### src/rtl/gpio_pkg.sv
package gpio_pkg;
    localparam int unsigned BUS_W = 32;

    localparam logic [7:0] OFF_DOUT  = 8'h00;
    localparam logic [7:0] OFF_DIR   = 8'h04;
    localparam logic [7:0] OFF_IEN   = 8'h30;
    localparam logic [7:0] OFF_IMASK = 8'h34;
    localparam logic [7:0] OFF_ITYPE = 8'h38;
    localparam logic [7:0] OFF_IPOL  = 8'h3C;
    localparam logic [7:0] OFF_MSTAT = 8'h40;
    localparam logic [7:0] OFF_RSTAT = 8'h44;
    localparam logic [7:0] OFF_DBEN  = 8'h48;
    localparam logic [7:0] OFF_CLR   = 8'h4C;
    localparam logic [7:0] OFF_PINS  = 8'h50;
    localparam logic [7:0] OFF_LSYNC = 8'h60;
endpackage

### src/rtl/gpio_in_filter.sv
module gpio_in_filter #(
    parameter int unsigned NPINS    = 32,
    parameter int unsigned DB_TICKS = 4
) (
    input  logic             clk,
    input  logic             rst_n,
    input  logic [NPINS-1:0] pins_in,
    input  logic [NPINS-1:0] dben,
    input  logic             db_tick,
    output logic [NPINS-1:0] synced,
    output logic [NPINS-1:0] filt
);
    localparam int unsigned CW = $clog2(DB_TICKS + 1);
    localparam logic [CW-1:0] LAST = CW'(DB_TICKS - 1);

    typedef struct packed {
        logic          s1;
        logic          s2;
        logic          acc;
        logic [CW-1:0] cnt;
    } pin_st_t;

    for (genvar i = 0; i < NPINS; i++) begin : g_pin
        pin_st_t st_d, st_q;

        always_comb begin
            st_d    = st_q;
            st_d.s1 = pins_in[i];
            st_d.s2 = st_q.s1;
            if (!dben[i]) begin
                st_d.acc = st_q.s2;
                st_d.cnt = '0;
            end else if (st_q.s2 == st_q.acc) begin
                st_d.cnt = '0;
            end else if (db_tick) begin
                if (st_q.cnt == LAST) begin
                    st_d.acc = st_q.s2;
                    st_d.cnt = '0;
                end else begin
                    st_d.cnt = st_q.cnt + 1'b1;
                end
            end
        end

        always_ff @(posedge clk or negedge rst_n) begin
            if (!rst_n) st_q <= '0;
            else        st_q <= st_d;
        end

        assign synced[i] = st_q.s2;
        assign filt[i]   = dben[i] ? st_q.acc : st_q.s2;

        // a debounced pin's accepted level moves only on a tick
        p_db_hold_r8: assert property (@(posedge clk) disable iff (!rst_n)
            (dben[i] && !db_tick) |=> $stable(st_q.acc));
    end
endmodule

### src/rtl/gpio_irq_core.sv
module gpio_irq_core #(
    parameter int unsigned NPINS = 32
) (
    input  logic             clk,
    input  logic             rst_n,
    input  logic [NPINS-1:0] filt,
    input  logic [NPINS-1:0] ien,
    input  logic [NPINS-1:0] itype,
    input  logic [NPINS-1:0] ipol,
    input  logic [NPINS-1:0] imask,
    input  logic             lsync,
    input  logic             clr_we,
    input  logic [NPINS-1:0] clr_bits,
    output logic [NPINS-1:0] raw,
    output logic [NPINS-1:0] masked,
    output logic             irq
);
    typedef struct packed {
        logic [NPINS-1:0] prev;
        logic [NPINS-1:0] latch;
        logic [NPINS-1:0] lvl;
    } core_st_t;

    core_st_t st_d, st_q;
    logic [NPINS-1:0] rise, fall, edge_set, lvl_act, lvl_use;

    always_comb begin
        rise     = filt & ~st_q.prev;
        fall     = ~filt & st_q.prev;
        edge_set = ien & itype & ((ipol & rise) | (~ipol & fall));
        lvl_act  = ~itype & ~(filt ^ ipol);
        lvl_use  = lsync ? st_q.lvl : lvl_act;

        st_d       = st_q;
        st_d.prev  = filt;
        st_d.lvl   = lvl_act;
        st_d.latch = (st_q.latch & ~(clr_we ? clr_bits : '0)) | edge_set;

        raw    = ien & ((itype & st_q.latch) | (~itype & lvl_use));
        masked = raw & ~imask;
        irq    = |masked;
    end

    always_ff @(posedge clk or negedge rst_n) begin
        if (!rst_n) st_q <= '0;
        else        st_q <= st_d;
    end

    // a written 1 clears the latch unless a new edge arrived with it
    p_clear_r5: assert property (@(posedge clk) disable iff (!rst_n)
        clr_we |=> ((st_q.latch & $past(clr_bits) & ~$past(edge_set)) == '0));
    // without a clear write no latched edge is ever lost
    p_sticky_r5: assert property (@(posedge clk) disable iff (!rst_n)
        !clr_we |=> (($past(st_q.latch) & ~st_q.latch) == '0));
    // a disabled pin never sets its latch
    p_no_set_disabled_r6: assert property (@(posedge clk) disable iff (!rst_n)
        1'b1 |=> ((st_q.latch & ~$past(st_q.latch) & ~$past(ien)) == '0));
endmodule

### src/rtl/gpio_csr.sv
module gpio_csr
    import gpio_pkg::*;
#(
    parameter int unsigned NPINS  = 32,
    parameter int unsigned ADDR_W = 8
) (
    input  logic              clk,
    input  logic              rst_n,
    input  logic              psel,
    input  logic              penable,
    input  logic              pwrite,
    input  logic [ADDR_W-1:0] paddr,
    input  logic [BUS_W-1:0]  pwdata,
    output logic [BUS_W-1:0]  prdata,
    input  logic [NPINS-1:0]  raw,
    input  logic [NPINS-1:0]  masked,
    input  logic [NPINS-1:0]  synced,
    output logic [NPINS-1:0]  dout,
    output logic [NPINS-1:0]  dir,
    output logic [NPINS-1:0]  ien,
    output logic [NPINS-1:0]  imask,
    output logic [NPINS-1:0]  itype,
    output logic [NPINS-1:0]  ipol,
    output logic [NPINS-1:0]  dben,
    output logic              lsync,
    output logic              clr_we,
    output logic [NPINS-1:0]  clr_bits
);
    typedef struct packed {
        logic [NPINS-1:0] dout;
        logic [NPINS-1:0] dir;
        logic [NPINS-1:0] ien;
        logic [NPINS-1:0] imask;
        logic [NPINS-1:0] itype;
        logic [NPINS-1:0] ipol;
        logic [NPINS-1:0] dben;
        logic             lsync;
    } csr_st_t;

    csr_st_t st_d, st_q;
    logic             wr;
    logic [7:0]       off;
    logic [NPINS-1:0] wd;
    logic             known;

    assign off = 8'(paddr);
    assign wd  = pwdata[NPINS-1:0];
    assign wr  = psel & penable & pwrite;

    always_comb begin
        st_d   = st_q;
        clr_we = 1'b0;
        if (wr) begin
            case (off)
                OFF_DOUT:  st_d.dout  = wd;
                OFF_DIR:   st_d.dir   = wd;
                OFF_IEN:   st_d.ien   = wd;
                OFF_IMASK: st_d.imask = wd;
                OFF_ITYPE: st_d.itype = wd;
                OFF_IPOL:  st_d.ipol  = wd;
                OFF_DBEN:  st_d.dben  = wd;
                OFF_LSYNC: st_d.lsync = pwdata[0];
                OFF_CLR:   clr_we     = 1'b1;
                default:   ;
            endcase
        end
    end

    always_comb begin
        prdata = '0;
        known  = 1'b1;
        case (off)
            OFF_DOUT:  prdata = BUS_W'(st_q.dout);
            OFF_DIR:   prdata = BUS_W'(st_q.dir);
            OFF_IEN:   prdata = BUS_W'(st_q.ien);
            OFF_IMASK: prdata = BUS_W'(st_q.imask);
            OFF_ITYPE: prdata = BUS_W'(st_q.itype);
            OFF_IPOL:  prdata = BUS_W'(st_q.ipol);
            OFF_MSTAT: prdata = BUS_W'(masked);
            OFF_RSTAT: prdata = BUS_W'(raw);
            OFF_DBEN:  prdata = BUS_W'(st_q.dben);
            OFF_CLR:   prdata = '0;
            OFF_PINS:  prdata = BUS_W'(synced);
            OFF_LSYNC: prdata = BUS_W'(st_q.lsync);
            default:   known  = 1'b0;
        endcase
        if (!psel) prdata = '0;
    end

    always_ff @(posedge clk or negedge rst_n) begin
        if (!rst_n) st_q <= '0;
        else        st_q <= st_d;
    end

    assign dout     = st_q.dout;
    assign dir      = st_q.dir;
    assign ien      = st_q.ien;
    assign imask    = st_q.imask;
    assign itype    = st_q.itype;
    assign ipol     = st_q.ipol;
    assign dben     = st_q.dben;
    assign lsync    = st_q.lsync;
    assign clr_bits = wd;

    // a direction write reaches the output enables on the next clock
    p_dir_write_r2: assert property (@(posedge clk) disable iff (!rst_n)
        (wr && off == OFF_DIR) |=> (dir == $past(wd)));
    // writes to unknown or read-only offsets leave every register alone
    p_ignore_write_r10: assert property (@(posedge clk) disable iff (!rst_n)
        (wr && (!known || off == OFF_MSTAT || off == OFF_RSTAT || off == OFF_PINS))
        |=> (st_q == $past(st_q)));
endmodule

### src/rtl/gpio_irq_port.sv
module gpio_irq_port
    import gpio_pkg::*;
#(
    parameter int unsigned NPINS    = 32,
    parameter int unsigned ADDR_W   = 8,
    parameter int unsigned DB_TICKS = 4
) (
    input  logic              clk,
    input  logic              rst_n,
    input  logic              psel,
    input  logic              penable,
    input  logic              pwrite,
    input  logic [ADDR_W-1:0] paddr,
    input  logic [31:0]       pwdata,
    output logic [31:0]       prdata,
    input  logic [NPINS-1:0]  pins_in,
    output logic [NPINS-1:0]  pins_out,
    output logic [NPINS-1:0]  pins_oe,
    input  logic              db_tick,
    output logic              irq
);
    logic [NPINS-1:0] ien, imask, itype, ipol, dben, clr_bits;
    logic [NPINS-1:0] raw, masked, synced, filt;
    logic             lsync, clr_we;

    gpio_csr #(.NPINS(NPINS), .ADDR_W(ADDR_W)) u_csr (
        .clk(clk), .rst_n(rst_n), .psel(psel), .penable(penable),
        .pwrite(pwrite), .paddr(paddr), .pwdata(pwdata), .prdata(prdata),
        .raw(raw), .masked(masked), .synced(synced),
        .dout(pins_out), .dir(pins_oe), .ien(ien), .imask(imask),
        .itype(itype), .ipol(ipol), .dben(dben), .lsync(lsync),
        .clr_we(clr_we), .clr_bits(clr_bits)
    );

    gpio_in_filter #(.NPINS(NPINS), .DB_TICKS(DB_TICKS)) u_filt (
        .clk(clk), .rst_n(rst_n), .pins_in(pins_in), .dben(dben),
        .db_tick(db_tick), .synced(synced), .filt(filt)
    );

    gpio_irq_core #(.NPINS(NPINS)) u_core (
        .clk(clk), .rst_n(rst_n), .filt(filt), .ien(ien), .itype(itype),
        .ipol(ipol), .imask(imask), .lsync(lsync), .clr_we(clr_we),
        .clr_bits(clr_bits), .raw(raw), .masked(masked), .irq(irq)
    );
endmodule

### config.mk
export PLATFORM = sky130hd
export DESIGN_NAME = gpio_irq_port
export DESIGN_NICKNAME = d
export VERILOG_FILES = /design/src/rtl/gpio_pkg.sv /design/src/rtl/gpio_in_filter.sv /design/src/rtl/gpio_irq_core.sv /design/src/rtl/gpio_csr.sv /design/src/rtl/gpio_irq_port.sv
export SDC_FILE = /design/constraint.sdc
export NUM_CORES = 1
export LEC_CHECK = 0
export ABC_AREA = 1
export BUFFER_PORTS_ARGS = -buffer_cell sky130_fd_sc_hd__buf_4
export CAP_MARGIN = 20
export CORE_MARGIN = 5
export CORE_UTILIZATION = 29
export DETAILED_ROUTE_END_ITERATION = 8
export GPL_TIMING_DRIVEN = 1
export HOLD_SLACK_MARGIN = 0.03
export PLACE_DENSITY = 0.41
export REMOVE_ABC_BUFFERS = 1
export SLEW_MARGIN = 0
export SYNTH_ARGS = -nofsm -noshare
export SYNTH_HDL_FRONTEND = slang
export SYNTH_SLANG_ARGS = --single-unit
export TNS_END_PERCENT = 5
### constraint.sdc
create_clock -name clk -period 1.5 [get_ports clk]
set_input_delay 0 -clock clk [delete_from_list [all_inputs] [get_ports clk]]
set_output_delay 0 -clock clk [all_outputs]
set_load 0.005 [all_outputs]
; ---- Word-level counts from Yosys, hierarchy flattened
; Cells that the tools add are included.
[totals]
wordCells = 671
register_bits = 513
output_inout_bits = 97
inputBits = 78
[classes]
bitwise = 25
reduce_logical = 42
muxes = 230
n_eq_ne = 203
add_sub_neg = 32
[op_table]
columns = op, n
row1 = 32-bit bitwise AND, 12
row2 = 32-bit case mux with 11 select lines, 1
row3 = 4-bit two-way mux, 64
row4 = 32-bit inverter, 7
row5 = 3-bit two-way mux, 64
row6 = "2-bit != test, second input constant", 64
row7 = 1-bit two-way mux, 98
row8 = "3-bit by 1-bit adder with 3-bit output, second input constant", 32
row9 = "3-bit by 2-bit equality test with 1-bit output, second input constant", 32
row10 = 32-bit two-way mux, 3
row11 = "3-bit by 2-bit != test with 1-bit output, second input constant", 32
row12 = 32-bit bitwise OR, 3
row13 = 3-bit AND reduction, 32
row14 = "2-bit by 1-bit != test with 1-bit output, second input constant", 32
row15 = "8-bit by 7-bit equality test with 1-bit output, second input constant", 6
row16 = 1-bit equality test, 32
row17 = "8-bit by 6-bit equality test with 1-bit output, second input constant", 4
row18 = 32-bit OR reduction, 1
row19 = 32-bit bitwise XOR, 1
row20 = 2-bit AND reduction, 8
row21 = "8-bit by 3-bit equality test with 1-bit output, second input constant", 1
row22 = 8-bit logical NOT, 1
row23 = 1-bit bitwise AND, 2

; ---- Logic depth before layout (Yosys ltp)
[logic_depth]
depth_word = 11
ltp_mapped = 14
ltp_nobuf = 14

; ---- Hierarchy
; Synthesis repeated with hierarchy kept, for this count alone.
[hier_totals]
hier_cells = 3457
hier_area_um2 = 26466.6
[by_module_without_submodules]
columns = module, area_per_inst_um2, seq_area_each_um2, cells_each, n_inst
row1 = gpio_csr, 11923.9, 5630.4, 1591, 1
row2 = gpio_in_filter, 8743.4, 4804.6, 984, 1
row3 = gpio_irq_core, 5799.3, 2402.3, 882, 1

; ---- Worst setup path after synthesis
; Ideal clock, no wire load.
[synth_path]
path_type = register to output
from = reg u_csr.st_q (netlist bit u_csr.lsync)
to = out irq
stages_incl_launch_ff = 11
setup_slack_ns = 0.189
n_path_buf = 2
t_required_ns = 1.500
arrival_ns = 1.311
cell_sequence = dfrtp_1 > buf_2 > clkbuf_1 > a21oi_1 > o21ai_0 > nand3_1 > nand2_1 > nor2_1 > nand2_1 > nor2_1 > nand2_1
[synth_between]
elab_chain_len = 6
[synth_lines]
columns = element, line
row1 = "start, declared", gpio_csr.sv:40  ; csr_st_t st_d, st_q;
row2 = "start signal, assigned", gpio_csr.sv:92  ; else st_q <= st_d;
row3 = 32-bit two-way mux, gpio_irq_core.sv:32  ; lvl_use = lsync ? st_q.lvl : lvl_act;
row4 = 32-bit bitwise AND, gpio_irq_core.sv:39  ; raw = ien & ((itype & st_q.latch) | (~itype & lvl_use));
row5 = 32-bit bitwise OR, gpio_irq_core.sv:39
row6 = 32-bit bitwise AND, gpio_irq_core.sv:39
row7 = 32-bit bitwise AND, gpio_irq_core.sv:40  ; masked = raw & ~imask;
row8 = 32-bit OR reduction, gpio_irq_core.sv:41  ; irq = |masked;
row9 = "end, declared", gpio_irq_port.sv:20  ; output logic irq
; No other way between the ends.

; ---- Worst setup path in the final report
[layout_path]
from = reg u_csr.st_q (netlist bit u_csr.lsync)
to = out prdata[20]
[layout_between]
elab_chain_len = 7
[layout_lines]
columns = element, line
row1 = 32-bit two-way mux (*), gpio_irq_core.sv:32
row2 = 32-bit bitwise AND (*), gpio_irq_core.sv:39
row3 = 32-bit bitwise OR (*), gpio_irq_core.sv:39
row4 = 32-bit bitwise AND (*), gpio_irq_core.sv:39
row5 = 32-bit bitwise AND, gpio_irq_core.sv:40
row6 = 32-bit case mux with 11 select lines (*), gpio_csr.sv:72  ; case (off)
row7 = 32-bit two-way mux (*), gpio_csr.sv:87  ; if (!psel) prdata = '0;
row8 = "end, declared", gpio_irq_port.sv:15  ; output logic [31:0] prdata,
; Every way passes the cells marked *; elsewhere a longest branch is shown, timed or not.

==> flow_summary.ini <==
[die]
io_pins = 175
die_w_um = 299.7
die_area_sq_mm = 0.08981
initial_core_util = 0.2917
coreArea_sq_mm = 0.08342
fp.dieH_um = 299.7
row_count = 106

[synth]
syn-instance-count = 2880
ys.flop_type = dfrtp_1
avgSynthCellArea_sq_um = 8.450
ys_ff_latch = 513
yosysSeqAreaShare = 0.5275
synth_edf_count = 0
yosysUniqueCellTypes = 44
ys_async_sr_fraction = 1.000
synth_area_sq_mm = 0.02433
yosysWarnings = 0

[run_status]
violations = negative setup slack
status = finished with violations

[worst_hold_path]
min_path_type = input port to register
hold-path-endpoint = u_filt.g_pin[1].st_d[4]
hold_depth = 2
worstHoldStart = pins_in[1]

[clock_tree]
cts_made_buffers = 67
cts_tree = yes
htreeDepth = 3
clockRootBuffer = clkbuf_16
insertion_delay_ns = 0.61
clock-sinks = 513
cts.path.max_buffers = 3
clk_pin_slew_ns = 0.06

[worst_setup_path]
cp_slowest_stage_delay_ns = 0.49
path_cells = inv_4 > buf_12 > buf_8 > nand4_1 > nand2_1 > nand3b_1 > buf_4 > nor2_1 > nor2_1 > nor2_2 > buf_4
end_kind = output port
crit_slowest_cell = dfrtp_2
critPathKind = register to output port
critPathLaunchType = register
worstRegToRegCells = 4
r2r_end = u_filt.g_pin[26].st_q[0]
arrival_ns = 2.51
r2r_slack_ns = 0.07
reg2reg_from = u_filt.g_pin[26].st_q[0]
critPathRequiredTime_ns = 1.50
cp_max_fo = 11

[sta]
finalWorstSetupSlack_ns = -1.011
tns_ns = -24.23
rsz0062_at_grt = true
worstMarginPinSlew_ns = 0.5604
finalCritPeriodShare = 1.674
slew-limit-headroom = 0.6225
fmaxAchievable_mhz = 398.3
hold_viol_final = 0
min_period_ns = 2.511
slew_viol_final = 0
final-setup-viol-count = 33
final.setup_skew_ns = 0.01807

[layout]
layout_common_cells = nand2_1 (784), buf_4 (568), dfrtp_1 (510), inv_1 (319), o21ai_0 (257)
nets = 3675
final_core_util = 0.4092
layout.cells.most_common = nand2_1
area_growth_pct = 40.28
final_cell_area_sq_mm = 0.03414
drive_gt1_frac = 0.2336
fillers = 8340
antenna_cells = 0

[power]
ir_drop_v = 0.0006712
p_leak_nw = 16.15
power.total_mw = 33.13
power_density_mw_per_mm2 = 970.6

[placement]
portBuffers = 174
dpl_cell_area_sq_mm = 0.03065
gp_congestion = 0.8403
dp_hpwl_mm = 63.08

[drt]
ant_nets = 0
drc = 0
wl_per_cell_um = 19.23
totalWireLength_mm = 90.35
vias = 22610
avgViaCountPerCell = 4.812
drt_iter0_drc = 1512
drt_pass1_iterations = 5

[global_route]
grt_use_met2 = 0.3390
grt_pass1_wl_mm = 138.6
gr-usage-met3 = 0.02796
globalRouteOverflowTotal = 0
grt_usage = 0.1992
grt_pass1_vias = 23050
antenna_found_initial = 1
top_usage_layer = met2
grt_max_degree = 82
grt.met1_usage = 0.2657

[job]
drv_cap = 0
==> flip-flops by register name, indices dropped and copies added (netlist names) <==
register / flops
u_filt.g_pin.st_d: 32
u_csr.ien: 32
u_csr.itype: 32
u_csr.dir: 32
u_csr.ipol: 32
u_csr.dben: 32
u_csr.lsync: 1
u_filt.g_pin.st_q: 128
u_filt.synced: 32
u_csr.imask: 32
u_csr.dout: 32
u_core.st_q: 96
==> final cells by class <==
class	count	area, sq um	area share
flip-flops and latches	513	12840	0.3762
clock inverters	19	261.5	0.007660
repair buffers	720	6385	0.1870
multi-input cells	1929	10070	0.2949
inverters	334	1259	0.03687
clock buffers	103	1973	0.05780
well taps	1080	1351	0.03958
==> what timing repair did <==
item | CTS | global route
resized for setup | 40 | 46
hold endpoints to repair | 846 | 0
setup endpoints to repair | 34 | 45
pin swaps | 9 | 17
hold buffers | 90 | 0
setup buffers | 2 | 1
cloned | 1 | 0
==> where the power goes <==
part / internal [mW] / leakage [nW] / switching, mW
clock network: 9.97 / 1.10 / 6.40
logic: 1.02 / 8.39 / 1.36
registers: 14.2 / 6.66 / 0.217
==> how the worst max path moves through the flow <==
stage | from | to | slack, ns | cells after the start
after CTS | u_csr.lsync | irq | -1.09 | 10
after global placement | u_csr.lsync | irq | -0.65 | 11
after global routing | u_csr.lsync | irq | -1.13 | 11
final | u_csr.lsync | prdata[20] | -1.01 | 11
after floorplan | paddr[1] | u_csr.dben[0] | -0.87 | 5
after detailed placement | u_csr.lsync | irq | -0.66 | 11
==> cell usage after synthesis, types with 10 or more instances <==
| master | number | area (sq um) |
|---|---|---|
| mux2i_1 | 16 | 160.2 |
| o21ai_1 | 28 | 140.1 |
| a2111oi_0 | 39 | 341.6 |
| nand4_1 | 108 | 675.7 |
| nor2_1 | 167 | 626.9 |
| nand3_1 | 170 | 850.8 |
| inv_1 | 323 | 1212 |
| nand2_1 | 797 | 2992 |
| inv_2 | 10 | 37.54 |
| o211ai_1 | 25 | 187.7 |
| o21a_1 | 17 | 127.6 |
| a21boi_0 | 15 | 112.6 |
| a21oi_1 | 41 | 205.2 |
| dfrtp_1 | 513 | 12840 |
| ha_1 | 32 | 400.4 |
| or2_2 | 14 | 87.58 |
| o31ai_1 | 23 | 172.7 |
| clkbuf_1 | 55 | 206.5 |
| nand3b_1 | 23 | 172.7 |
| a211oi_1 | 37 | 277.8 |
| o21ai_0 | 265 | 1326 |
| a31oi_1 | 34 | 212.7 |
| xnor2_1 | 25 | 219.0 |
| buf_2 | 40 | 200.2 |
==> cell families after synthesis <==
logic type      synth area share
compound gates            0.1350
buf+inv                  0.07054
fa+ha+maj                0.01645
mux                     0.009821
xor+xnor                0.009358
flops                     0.5275
simple gates              0.2313
==> per-layer routing <==
layer,vias to the layer above,part of all wire
met5,-,0
met4,0,0.030
met3,146,0.043
met2,516,0.48
met1,10950,0.45
li1,11000,-
==> stage by stage <==
stage                     setup slack (ns)  hold WS [ns]  std cells
after global routing                -1.134       0.04088       4698
final                               -1.011       0.06443       4698
after global placement             -0.6507      -0.09010       4481
after detailed placement           -0.6581      -0.08895       4481
after floorplan                    -0.8738       -0.2956       2776
after CTS                           -1.093       0.03258       4696
==> critical path: cells and delay by family, from the launching register on <==
kind	cells	cell delay (ns)
DFF	1	0.49
and+or+nand+nor	6	0.65
buffers and inverters	5	0.76
(Power assumes the default switching activity.)
